===== src/rtl/irq_hub_pkg.sv =====
package irq_hub_pkg;

   localparam int unsigned HEAD_W    = 8;
   localparam int unsigned MAX_CORES = 15;

   typedef enum logic [1:0] {
      CMD_IDLE_LO = 2'b00,
      CMD_UNMASK  = 2'b01,
      CMD_MASK    = 2'b10,
      CMD_IDLE_HI = 2'b11
   } src_cmd_e;

   typedef struct packed {
      logic mask_set;
      logic mask_clr;
   } mask_op_t;

   function automatic mask_op_t decode_field(input logic [1:0] field);
      mask_op_t op;
      op = '0;
      case (src_cmd_e'(field))
         CMD_MASK:   op.mask_set = 1'b1;
         CMD_UNMASK: op.mask_clr = 1'b1;
         default:    op = '0;
      endcase
      return op;
   endfunction

endpackage


===== src/rtl/irq_hub_cmd_dec.sv =====
module irq_hub_cmd_dec
   import irq_hub_pkg::*;
#(
   parameter int unsigned NUM_SRC = 16
) (
   input  logic                   cmd_we_i,
   input  logic [2*NUM_SRC-1:0]   cmd_data_i,
   output logic [NUM_SRC-1:0]     mask_set_o,
   output logic [NUM_SRC-1:0]     mask_clr_o
);

   for (genvar s = 0; s < NUM_SRC; s++) begin : g_field
      mask_op_t op;
      assign op            = decode_field(cmd_data_i[2*s +: 2]);
      assign mask_set_o[s] = cmd_we_i & op.mask_set;
      assign mask_clr_o[s] = cmd_we_i & op.mask_clr;
   end

endmodule


===== src/rtl/irq_hub_src_slice.sv =====
module irq_hub_src_slice #(
   parameter int unsigned CNT_W = 32
) (
   input  logic             clk,
   input  logic             rst_n,
   input  logic             evt_i,
   input  logic             mask_set_i,
   input  logic             mask_clr_i,
   input  logic             ack_we_i,
   input  logic [CNT_W-1:0] ack_data_i,
   output logic [CNT_W-1:0] cnt_o,
   output logic             masked_o,
   output logic             live_o
);

   logic [CNT_W-1:0] cnt_q;
   logic [CNT_W-1:0] ack_q;
   logic             mask_q;

   always_ff @(posedge clk or negedge rst_n) begin
      if (!rst_n) begin
         cnt_q <= '0;
      end else if (evt_i) begin
         cnt_q <= cnt_q + CNT_W'(1);
      end
   end

   always_ff @(posedge clk or negedge rst_n) begin
      if (!rst_n) begin
         ack_q <= '0;
      end else if (ack_we_i) begin
         ack_q <= ack_data_i;
      end
   end

   always_ff @(posedge clk or negedge rst_n) begin
      if (!rst_n) begin
         mask_q <= 1'b1;
      end else if (mask_set_i) begin
         mask_q <= 1'b1;
      end else if (mask_clr_i) begin
         mask_q <= 1'b0;
      end
   end

   assign cnt_o    = cnt_q;
   assign masked_o = mask_q;
   assign live_o   = (cnt_q != ack_q) & ~mask_q;

   AST_CNT_STEP: assert property (@(posedge clk) disable iff (!rst_n)
      evt_i |=> (cnt_o == $past(cnt_o) + CNT_W'(1)));
   AST_CNT_HOLD: assert property (@(posedge clk) disable iff (!rst_n)
      !evt_i |=> $stable(cnt_o));
   AST_ACK_CLEARS: assert property (@(posedge clk) disable iff (!rst_n)
      (ack_we_i && !evt_i && (ack_data_i == cnt_o)) |=> !live_o);
   AST_MASK_SET: assert property (@(posedge clk) disable iff (!rst_n)
      mask_set_i |=> masked_o);
   AST_MASK_CLR: assert property (@(posedge clk) disable iff (!rst_n)
      (mask_clr_i && !mask_set_i) |=> !masked_o);
   AST_MASK_KEEP: assert property (@(posedge clk) disable iff (!rst_n)
      (!mask_set_i && !mask_clr_i) |=> $stable(masked_o));

endmodule


===== src/rtl/irq_hub_or_tree.sv =====
module irq_hub_or_tree #(
   parameter int unsigned N = 16
) (
   input  logic [N-1:0] req_i,
   output logic         any_o
);

   localparam int unsigned LEVELS = $clog2(N);
   localparam int unsigned LEAVES = 1 << LEVELS;

   logic [2*LEAVES-1:1] node;

   for (genvar i = 0; i < LEAVES; i++) begin : g_leaf
      if (i < N) begin : g_used
         assign node[LEAVES+i] = req_i[i];
      end else begin : g_pad
         assign node[LEAVES+i] = 1'b0;
      end
   end

   for (genvar k = 1; k < LEAVES; k++) begin : g_inner
      assign node[k] = node[2*k] | node[2*k+1];
   end

   assign any_o = node[1];

endmodule


===== src/rtl/irq_mask_ack_hub.sv =====
module irq_mask_ack_hub
   import irq_hub_pkg::*;
#(
   parameter int unsigned NUM_CORES = 15,
   parameter int unsigned CNT_W     = 32
) (
   input  logic                                  clk,
   input  logic                                  rst_n,
   input  logic [NUM_CORES:0]                    evt_i,
   input  logic                                  cmd_we_i,
   input  logic [2*NUM_CORES+1:0]                cmd_data_i,
   input  logic                                  ack_we_i,
   input  logic [$clog2(NUM_CORES+1)-1:0]        ack_sel_i,
   input  logic [CNT_W-1:0]                      ack_data_i,
   output logic [(NUM_CORES+1)*CNT_W-1:0]        cnt_o,
   output logic [NUM_CORES*HEAD_W-1:0]           ring_head_o,
   output logic [NUM_CORES:0]                    mask_o,
   output logic                                  irq_o
);

   localparam int unsigned NUM_SRC = NUM_CORES + 1;
   localparam int unsigned SEL_W   = $clog2(NUM_SRC);

   if (NUM_CORES < 1 || NUM_CORES > MAX_CORES) begin : g_bad_cores
      $error("irq_mask_ack_hub: NUM_CORES out of range");
   end
   if (CNT_W < HEAD_W) begin : g_bad_cnt
      $error("irq_mask_ack_hub: CNT_W narrower than ring head index");
   end

   logic [NUM_SRC-1:0] mask_set;
   logic [NUM_SRC-1:0] mask_clr;
   logic [NUM_SRC-1:0] ack_hit;
   logic [NUM_SRC-1:0] live;

   irq_hub_cmd_dec #(
      .NUM_SRC (NUM_SRC)
   ) cmd_dec_i (
      .cmd_we_i   (cmd_we_i),
      .cmd_data_i (cmd_data_i),
      .mask_set_o (mask_set),
      .mask_clr_o (mask_clr)
   );

   for (genvar s = 0; s < NUM_SRC; s++) begin : g_src
      assign ack_hit[s] = ack_we_i && (ack_sel_i == SEL_W'(s));

      irq_hub_src_slice #(
         .CNT_W (CNT_W)
      ) slice_i (
         .clk        (clk),
         .rst_n      (rst_n),
         .evt_i      (evt_i[s]),
         .mask_set_i (mask_set[s]),
         .mask_clr_i (mask_clr[s]),
         .ack_we_i   (ack_hit[s]),
         .ack_data_i (ack_data_i),
         .cnt_o      (cnt_o[s*CNT_W +: CNT_W]),
         .masked_o   (mask_o[s]),
         .live_o     (live[s])
      );
   end

   for (genvar n = 0; n < NUM_CORES; n++) begin : g_head
      assign ring_head_o[n*HEAD_W +: HEAD_W] = cnt_o[(n+1)*CNT_W +: HEAD_W];
   end

   irq_hub_or_tree #(
      .N (NUM_SRC)
   ) or_tree_i (
      .req_i (live),
      .any_o (irq_o)
   );

   AST_IRQ_NEEDS_UNMASK: assert property (@(posedge clk) disable iff (!rst_n)
      irq_o |-> !(&mask_o));
   AST_ALL_MASK_QUIET: assert property (@(posedge clk) disable iff (!rst_n)
      (cmd_we_i && (&mask_set)) |=> !irq_o);

endmodule


===== config.mk =====
export PLATFORM = sky130hd
export DESIGN_NAME = irq_mask_ack_hub
export DESIGN_NICKNAME = d
export VERILOG_FILES = /design/src/rtl/irq_hub_pkg.sv /design/src/rtl/irq_hub_cmd_dec.sv /design/src/rtl/irq_hub_src_slice.sv /design/src/rtl/irq_hub_or_tree.sv /design/src/rtl/irq_mask_ack_hub.sv
export SDC_FILE = /design/constraint.sdc
export NUM_CORES = 2
export LEC_CHECK = 0
export ABC_AREA = 1
export CAP_MARGIN = 25
export CORE_ASPECT_RATIO = 0.7
export CORE_UTILIZATION = 55
export DETAILED_ROUTE_END_ITERATION = 12
export PLACE_DENSITY = 0.81
export SETUP_SLACK_MARGIN = 0.3
export SYNTH_ARGS = -nofsm -noshare
export SYNTH_HDL_FRONTEND = slang
export SYNTH_SLANG_ARGS = --single-unit

===== constraint.sdc =====
create_clock -name clk -period 2.6 [get_ports clk]
set_input_delay 0.39 -clock clk [delete_from_list [all_inputs] [get_ports clk]]
set_output_delay 0.39 -clock clk [all_outputs]
set_load 0.02 [all_outputs]

==> reports/results.ini <==
[yosys]
synth_nets=5655
synthTopCellsByArea=dfrtp_1 51%, xnor2_1 11%, nand2_1 10%
synth_edf_count=0
synth_common_cells=1376 x nand2_1, 1024 x dfrtp_1, 637 x xnor2_1
synth_cell_types=44
yosys.area.top_type=dfrtp_1
synth-seq-cells=1040
yosysTopAreaCellShare_pct=50.56
syn_area_per_cell_um2=9.130
yosys_most_used_dff=dfrtp_1
synthArstFlopShare_pct=100.0
yosys_warnings=0
syn_area_um2=50680
syn_inst=5551
seq_area_frac_synth_pct=51.39
post-synth-top-count-cell=nand2_1

[global_routing]
grt_antenna_before_repair=23
grt_max_degree=103
use_met3_pct=7.506
grt_busiest_layer=met2
overflow=0
use_met2_pct=54.74
grtUsageMet1_pct=49.23
grt_pass1_wl_um=254300
track_usage_pct=35.99
grt_pass1_vias=41660

[clocking]
cts_buffers=99
cts.sinks=1040
clk_pin_slew_ns=0.07
clk_latency_ns=0.68
htreeDepth=3
ctsLongestPathBuffers=3
cts_root_buf=clkbuf_16
cts_tree=built

[placement]
dp_cells=7520
portBuffers=736
globalplace.congestion=0.9368
pre_cts_ws_ns=0.1665
dpl.hpwl_um=113400

[drt]
wl_per_cell_um=21.93
detail_route.iter0.violations=4813
drt-pass1-iter-count=7
detail-route-antenna-nets=0
vias_per_cell=5.531
wirelength_um=171700
vias=43290
drcViolationCount=0

[critical_path]
path_depth=13
crit_path_frequent_cell=nand2_1
cp_cell_sequence=xnor2_1 -> nand2_1 -> nor2_1 -> nand2_1 -> nor2_1 -> nand2_1 -> nand2_1 -> nand2_1 -> inv_1 -> nand2_1 -> nor2_1 -> nand2_1 -> buf_6
crit_slowest_cell=dfrtp_1
r2r_start=g_src[4].slice_i.cnt_o[0]
crit_path_max_incr_delay_ns=0.47
crit_buf_inv=2
cp.arrival_ns=2.54
cp-start-kind=flip-flop
cp_max_fo=6
cp.required_ns=2.21
critical_path_class=reg2out
rr_worst_depth=10
r2r_end=g_src[4].slice_i.cnt_o[26]
worstSetupEndpointType=output port
reg2reg_slack_ns=0.39
crit_family=simple AND/OR/NAND/NOR gates

[finish]
area_growth_syn_to_layout_pct=29.41
layout.nets=6612
drive_above_1_share_pct=15.13
stdcell_count=7827

[sta]
worstMarginPinSlew_ns=0.6641
maxSlewHeadroom_pct=55.73
max_clock_freq_mhz=340.7
finalClockSkew_ns=0.02620
hold_violations=0
post-route-min-period_ns=2.935
grt_setup_unrepaired=true
fin_crit_sh_pct=112.9
setup_ws_ns=-0.3348
setup_viol=1
maxSlewViolCount=0

[power]
p_leak_nw=30.83
power_density_nw_per_um2=809.5
vdd_drop_max_mv=0.6731

[run_status]
status=complete, but fails checks
violations=negative setup slack

[hold_path]
hold_path_class=in2reg
hp-start=cmd_data_i[0]
min_path_cells=2
min_to=g_src[0].slice_i.masked_o

[job]
maxCapViolCount=0

[die]
start_util_pct=55.94
die_area_um2=93380
dieWidth_um=364.8
core_area_um2=90590
die_h_um=256.0
rows=92
ios=737

## how the worst max path moves through the flow
stage / start / endpoint / slack [ns]
2_1_floorplan: g_src[1].slice_i.cnt_o[0] / g_src[1].slice_i.cnt_o[30] / 0.57
3_3_place_gp: evt_i[8] / g_src[8].slice_i.cnt_o[30] / 0.18
3_5_place_dp: g_src[0].slice_i.cnt_o[5] / irq_o / 0.17
4_1_cts: g_src[4].slice_i.cnt_o[8] / irq_o / -0.29
5_1_grt: g_src[13].slice_i.cnt_o[17] / irq_o / -0.49
6_report: g_src[13].slice_i.cnt_o[1] / irq_o / -0.33
## power breakdown
group	switching, mW	internal (mW)	total, mW
Combinational	8.53	7.56	16.1
Clock	6.71	9.05	15.8
Sequential	2.38	18.9	21.2
Total	17.6	35.5	53.1
## cell type report
| class | instances | area, µm² |
|---|---|---|
| inverter | 405 | 1523 |
| clock buffer | 143 | 2955 |
| clock inverter | 44 | 574.3 |
| tap | 1222 | 1529 |
| timing repair buffer | 1139 | 10680 |
| multi-input combinational | 3823 | 22070 |
| fill | 6220 | 25000 |
| sequential | 1040 | 26230 |
| antenna | 11 | 27.53 |
## logic make-up after synthesis
logic type	synth area share, %
and+or+nand+nor	19.70
muxes	0.1555
xor gates and xnor gates	16.52
AOI/OAI and AO/OA	5.715
DFF	51.39
buffers and inverters	6.123
adders and majority gates	0.3950
## state kept, by name, indices dropped and copies added, names as in the netlist
register and cells:
g_src.slice_i.masked_o 16, g_src.slice_i.ack_q 512, g_src.slice_i.cnt_o 512
## cells in the final DEF (no fill, tap or decap), types with 18 or more instances in the layout
cell	instances
a21oi_1	36
buf_12	18
buf_4	384
clkbuf_16	101
clkbuf_8	27
clkdlybuf4s50_1	656
dfrtp_1	875
dfrtp_2	149
dlygate4sd2_1	42
dlymetal6s2s_1	35
inv_1	396
nand2_1	1353
nand2_2	38
nand3_1	125
nand4_1	84
nor2_1	370
nor2_2	57
nor2_4	26
nor3_1	109
nor3_2	22
nor4_1	22
o21ai_0	510
xnor2_1	600
xnor2_2	37
xor2_1	319
## metrics by stage
stage          instance area [µm²]  TNS, ns  power, mW  hold WS, ns  util (%)
3_5_place_dp                 60460        0      36.57       0.3981     66.74
5_1_grt                      65570  -0.4933      55.33       0.2222     72.38
2_1_floorplan                50680        0      30.56      0.09441         -
6_report                     65590  -0.3348      53.09       0.2296     72.40
4_1_cts                      64560  -0.2911      52.53       0.2098     71.26
3_3_place_gp                 60460        0      35.99       0.3916     66.74
## repair_timing
action / in CTS / in global routing
setup endpoints to repair: 46 / 52
pin swaps: 24 / 25
hold buffers: 1 / 0
hold endpoints to repair: 21 / 0
resized for setup: 176 / 167
buffers inserted: 44 / 63
## layer usage
metal / vias up / routed length [µm]
li1: 19370 / -
met1: 21000 / 67010
met2: 2390 / 77390
met3: 525 / 17300
met4: 6 / 9915
met5: - / 39
Power figures use the tool's default switching activity.
